<file path="src/rtl/irq_aggregator.sv">
module irq_aggregator #(
  parameter int NBYTES = 3,
  parameter logic [8*NBYTES-1:0] WIRED = 24'h0F_F1_BF
) (
  input  logic              clk,
  input  logic              rst_n,
  input  logic [8*NBYTES-1:0] src_i,
  input  logic              wr_en_i,
  input  logic [3:0]        addr_i,
  input  logic [7:0]        wdata_i,
  output logic [7:0]        rdata_o,
  output logic              irq_o
);
  localparam int N = 8 * NBYTES;

  logic [N-1:0] sy1_q, sy2_q, prev_q;
  logic [N-1:0] pend_q, sense_q, mode_q, mask_q;
  logic [N-1:0] act, evt, wbits, wlane, clr;
  logic [4:0]   shamt;
  logic [N-1:0] rbank;
  logic [31:0]  rpad;

  assign shamt = {addr_i[1:0], 3'b000};
  assign wbits = N'(wdata_i) << shamt;
  assign wlane = N'(8'hFF) << shamt;
  assign clr   = (wr_en_i && addr_i[3:2] == 2'd0) ? wbits : '0;

  assign act = sy2_q ^ sense_q;
  assign evt = act & (~mode_q | ~prev_q) & WIRED;

  always_ff @(posedge clk or negedge rst_n) begin
    if (!rst_n) begin
      sy1_q   <= '0;
      sy2_q   <= '0;
      prev_q  <= '0;
      pend_q  <= '0;
      sense_q <= '0;
      mode_q  <= '0;
      mask_q  <= WIRED;
    end else begin
      sy1_q  <= src_i;
      sy2_q  <= sy1_q;
      prev_q <= act;
      pend_q <= ((pend_q & ~clr) | evt) & WIRED;
      if (wr_en_i && addr_i[3:2] == 2'd1) sense_q <= WIRED & ((sense_q & ~wlane) | (wbits & wlane));
      if (wr_en_i && addr_i[3:2] == 2'd2) mode_q  <= WIRED & ((mode_q  & ~wlane) | (wbits & wlane));
      if (wr_en_i && addr_i[3:2] == 2'd3) mask_q  <= WIRED & ((mask_q  & ~wlane) | (wbits & wlane));
    end
  end

  always_comb begin
    case (addr_i[3:2])
      2'd0:    rbank = pend_q;
      2'd1:    rbank = sense_q;
      2'd2:    rbank = mode_q;
      default: rbank = mask_q;
    endcase
  end

  assign rpad    = 32'(rbank);
  assign rdata_o = rpad[shamt +: 8];
  assign irq_o   = |(pend_q & ~mask_q);

  for (genvar i = 0; i < N; i++) begin : g_chk
    p_set_needs_active_r5: assert property (@(posedge clk) disable iff (!rst_n)
      !pend_q[i] |=> (!pend_q[i] || $past(act[i])));
    p_edge_needs_change_r6: assert property (@(posedge clk) disable iff (!rst_n)
      (!pend_q[i] && mode_q[i]) |=> (!pend_q[i] || !$past(prev_q[i])));
    p_sticky_until_clear_r7: assert property (@(posedge clk) disable iff (!rst_n)
      (pend_q[i] && !clr[i]) |=> pend_q[i]);
  end

  p_all_masked_quiet_r8: assert property (@(posedge clk) disable iff (!rst_n)
    (&(mask_q | ~WIRED)) |-> !irq_o);
endmodule

</file>
<file path="config.mk">
export PLATFORM = sky130hd
export DESIGN_NAME = irq_aggregator
export DESIGN_NICKNAME = d
export VERILOG_FILES = /design/src/rtl/irq_aggregator.sv
export SDC_FILE = /design/constraint.sdc
export NUM_CORES = 1
export LEC_CHECK = 0
export ABC_CLOCK_PERIOD_IN_PS = 2500
export CORE_MARGIN = 10
export CORE_UTILIZATION = 30
export CTS_BUF_LIST = sky130_fd_sc_hd__clkbuf_16
export DETAILED_ROUTE_END_ITERATION = 8
export PLACE_DENSITY = 0.57
export SLEW_MARGIN = 20
export SYNTH_ARGS = -nofsm -noshare
export SYNTH_HDL_FRONTEND = slang
export SYNTH_SLANG_ARGS = --single-unit
</file>
<file path="constraint.sdc">
create_clock -name clk -period 2.5 [get_ports clk]
set_input_delay 0.625 -clock clk [delete_from_list [all_inputs] [get_ports clk]]
set_output_delay 0.625 -clock clk [all_outputs]
set_load 0.03 [all_outputs]
</file>
After elaboration in Yosys (flattened, before gate mapping)
Cells that the tools add are included.
{"block": "op_classes", "mul": 0, "add_sub_neg": 0, "div_mod_pow": 0, "shifts": 3, "reduce_logical": 6, "n_lt_le_gt_ge": 0, "n_bitwise": 18, "n_eq_ne": 3, "muxes": 2}
{"operator": "AND 20 bit", "count": 6}
{"operator": "OR 20 bit", "count": 5}
{"operator": "inverter 20 bit", "count": 4}
{"operator": "case mux 20 bit (3 select lines)", "count": 1}
{"operator": "variable part select 32 x 6 -> 8 bit", "count": 1}
{"operator": "AND 20 x 24 -> 24 bit", "count": 1}
{"operator": "inverter 20 -> 24 bit", "count": 1}
{"operator": "OR reduction 24 bit", "count": 1}
{"operator": "two-way mux 20 bit", "count": 1}
{"operator": "left shift 8 x 5 -> 20 bit", "count": 1}
{"operator": "left shift 8 x 5 -> 20 bit, first input constant", "count": 1}
{"operator": "XOR 20 bit", "count": 1}
{"operator": "== test 2 bit, second input constant", "count": 2}
{"operator": "logical AND 1 bit", "count": 4}
{"operator": "== test 2 x 1 -> 1 bit, second input constant", "count": 1}
{"operator": "zero test 2 bit", "count": 1}
{"block": "word_totals", "romBits": 0, "regBits": 124, "latchBits": 0, "wordCells": 39, "inputBits": 39, "out_inout_bits": 9, "mem_bits_rw": 0, "mem_count": 0}

Logic depth before layout (Yosys ltp)
{"block": "depth", "word_depth": 6, "mapped_depth": 6, "ltp_nobuf": 3}

Worst setup path after synthesis
No wires, ideal clock.
{"block": "synth_path", "path_kind": "input to output", "start": "input addr_i[2]", "end": "output rdata_o[0]", "stages": 5, "required_time_ps": 1875, "n_path_buf": 2, "path_slack_ps": 165, "arrival_ps": 1710, "cell_sequence": "buf_6 -> buf_12 -> mux4_2 -> a22oi_1 -> nand2_1"}
{"block": "synth_between", "elab_chain_cells": 3, "elab_cells_between_ends": 5, "cone_classes": "eq/ne: 2; shift: 1; mux: 1; reduce/logical: 1"}
{"element": "from (decl)", "line_no": "9", "text": "input logic [3:0] addr_i,"}
{"element": "== test 2 bit, or another cell as far along", "line_no": "52", "text": "case (addr_i[3:2])"}
{"element": "case mux 20 bit (3 select lines) (*)", "line_no": "52"}
{"element": "variable part select 32 x 6 -> 8 bit (*)", "line_no": "61", "text": "assign rdata_o = rpad[shamt +: 8];"}
{"element": "to (decl)", "line_no": "11", "text": "output logic [7:0] rdata_o,"}
Mark *: on every way between the ends. The rest lies on a longest branch, timed or not.

Worst setup path after layout
Ends and elaborated chain as after synthesis.

==> key figures <==
Status
  • Status: complete, but fails checks
  • Failing checks: negative setup slack

Cells and area
  • Area grow syn2layout: 25.93%
  • N_diodes: 0
  • Most frequent cells in the layout: dfrtp_1 (96), mux2_2 (48), buf_4 (39)
  • Commonest non-fill, non-tap cell in the layout: dfrtp_1
  • Layout Utilization: between 30% and 40%
  • Nets@finish: 423
  • Ratio of cells with drive above 1 in the final layout: 38.05%

Detailed routing
  • Drc violations: 0
  • Vias post-DR: between 2000 and 3000
  • Initial DRC Count: 126
  • Vias per inst: 4.752
  • Post-Route WL: ~10000 um
  • 1st-pass router iterations: 5
  • Routed Antenna Nets: 0
  • WL per Instance: ~18 um

Power
  • Peak VDD IR: between 0.3 and 0.4 mV
  • Leakage: between 2 and 2.5 nW
  • Total power: 4.600 mW
  • Power density over the cells: 788.6 nW/um2

STA
  • Final setup fails: 1
  • Fmax: between 300 and 400 MHz
  • RSZ-0062 raised after global routing: yes
  • Min cycle time layout: around 2.5 ns
  • Max-slew violations: 0
  • Period utilization: 100.1%
  • Slew HR: about three fifths
  • Slew @ Worst Pin: between 0.6 and 0.7 ns
  • Hold Fails Final Rpt: 0
  • Clock Skews: between 0.006 and 0.007 ns
  • Final setup margin: -0.003197 ns

Clock tree
  • CTS tree: done
  • Clock-pin slew on the worst setup and hold paths: approximately 0.07 ns
  • CTS Buffer Depth: 2
  • TritonCTS buffer count: 9
  • Sink Count: between 100 and 150
  • H-tree Lvls: 3
  • Clk root buf: clkbuf_16
  • Clk_lat worst skew: between 0.3 and 0.4 ns

Global route
  • Met1 GRT Util: about 14%
  • Antenna violations before repair: 0
  • Pin count of the biggest net entering global routing: about 110
  • Grt ovf: 0
  • First-pass GRT wire length: about 17000 um
  • Vias in the first global route: just over 3000
  • Met3 Use GR: between 3 and 4%
  • Met2 GRT Util: 16.67%
  • GRT Util Overall: about 11%
  • GR peak layer: met2

Min path
  • Worst min path class: primary input to asynchronous set/reset pin

Worst setup path
  • CP Data Arrival Time: 1.88 ns
  • Endpoint class of the critical path: output port
  • CP Launch Type: primary input
  • CP required: between 1.5 and 2 ns
  • Critical path class: primary input to output port
  • Critical Path Fanout Max: 8

Synthesis
  • Avg Cell Area, Syn: roughly 15 um2
  • Synth Register Bits: 112
  • Synth cell types: 27
  • Sequential share of the synthesized area: between 60% and 70%
  • Post-Syn Nets: between 300 and 400
  • Post-synthesis instance area: roughly 4600 um2
  • Post-Syn Instances: ~300
  • Synth warn: 0

Placement
  • DP HPWL: ~7400 um
  • RePlAce Congestion: roughly 0.77
  • Port bufs: 39
  • Placement Setup Slack: -0.7695 ns

Die
  • Die X-Extent: roughly 140 um
  • IO Pins: 48
  • Row cnt: 45
  • Die area: approximately 21000 um2
  • Core box area: 15150 um2
  • Initial Util: a little under a third
  • Chip height: approximately 140 um

Run
  • Maximum capacitance violations: 0
## critical path, stage by stage
cell and delay [ns]:
buf_6 0.08, buf_6 0.11, buf_12 0.12, mux4_2 0.50
a22oi_2 0.19, nand2_2 0.11, buf_6 0.15
## metrics by stage
step	hold WS (ns)	instances	TNS, ns	cell area (um2)
finish	0.3050	577	-0.003197	5833
detailed placement	0.3347	556	-6.690	5433
floorplan	0.3294	304	0	4632
CTS	0.3506	575	-0.06532	5832
global route	0.3530	577	-0.04949	5833
global placement	0.3329	556	-5.766	5433
## report_power, final
| part | internal [mW] | total, mW | switching [mW] |
|---|---|---|---|
| sequential | 2.14 | 2.33 | 0.191 |
| combinational | 0.411 | 0.747 | 0.336 |
| clock | 0.871 | 1.52 | 0.647 |
| total | 3.43 | 4.60 | 1.17 |
## metal layers
| metal | part of all wire, % | wire length [um] |
|---|---|---|
| met2 | 48 | 4992 |
| met5 | 0 | 0 |
| met4 | 1.7 | 176 |
| met3 | 5.2 | 540 |
| met1 | 45 | 4718 |
## Yosys cell counts
| library cell | n | area share [%] |
|---|---|---|
| nand2b_1 | 2 | 0.27 |
| nand4_1 | 1 | 0.14 |
| inv_1 | 4 | 0.32 |
| nor2b_1 | 13 | 1.8 |
| mux4_1 | 12 | 6.8 |
| buf_2 | 4 | 0.43 |
| xor2_1 | 16 | 3.0 |
| buf_6 | 3 | 0.73 |
| nand3_1 | 17 | 1.8 |
| and2b_1 | 1 | 0.16 |
| nand3b_1 | 2 | 0.32 |
| or3_1 | 1 | 0.14 |
| dfstp_2 | 16 | 9.1 |
| buf_12 | 1 | 0.43 |
| a22o_1 | 16 | 3.0 |
| mux4_2 | 4 | 1.9 |
| mux2i_1 | 6 | 1.3 |
| dfrtp_1 | 96 | 52 |
| nand2_1 | 18 | 1.5 |
| nor3b_4 | 1 | 0.41 |
| clkbuf_1 | 1 | 0.081 |
| mux2_2 | 48 | 12 |
| nor2_1 | 13 | 1.1 |
| a22oi_1 | 1 | 0.16 |
| and2_1 | 1 | 0.14 |
| nor3_4 | 2 | 0.70 |
| a2111oi_0 | 4 | 0.76 |
## final cells by class
class | instances | area (um2)
clock buffer | 9 | 225.2
multi-input combinational | 179 | 1742
timing repair buffer | 78 | 704.4
tap | 188 | 235.2
clock inverter | 7 | 88.84
fill | 1410 | 9313
sequential | 112 | 2823
inverter | 4 | 15.01
## worst paths after layout
check	endpoint	cells past startpoint	slack, ns	from
setup reg to reg	pend_q[12]	2	1.55	flip-flop
max in group asynchronous	prev_q[2]	2	1.71	rst_n
hold reg to reg	sy2_q[7]	0	0.35	sy1_q[7]
setup / recovery	rdata_o[0]	7	-0.003	addr_i[2]
hold / removal	sy1_q[1]	2	0.31	rst_n
min in group clk	sy2_q[7]	0	0.35	sy1_q[7]
## cells by family (layout without fill, tap and decap cells)
| logic type | after synthesis | after routing | synth area share [%] |
|---|---|---|---|
| buffers and inverters | 13 | 98 | 1.999 |
| XOR/XNOR | 16 | 16 | 3.025 |
| AND/OR/NAND/NOR | 72 | 72 | 8.374 |
| multiplexers | 70 | 70 | 21.72 |
| AO/OA/AOI/OAI | 21 | 21 | 3.944 |
| flip-flops | 112 | 112 | 60.94 |
## timing repair
| item | CTS | global route |
|---|---|---|
| gates cloned | 0 | 0 |
| setup endpoints to repair | 9 | 9 |
| pin swaps | 3 | 3 |
| hold buffers | 0 | 0 |
| hold endpoints to repair | 0 | 0 |
| setup buffers | 3 | 2 |
| resized for setup | 46 | 17 |
Power figures use the tool's default switching activity.
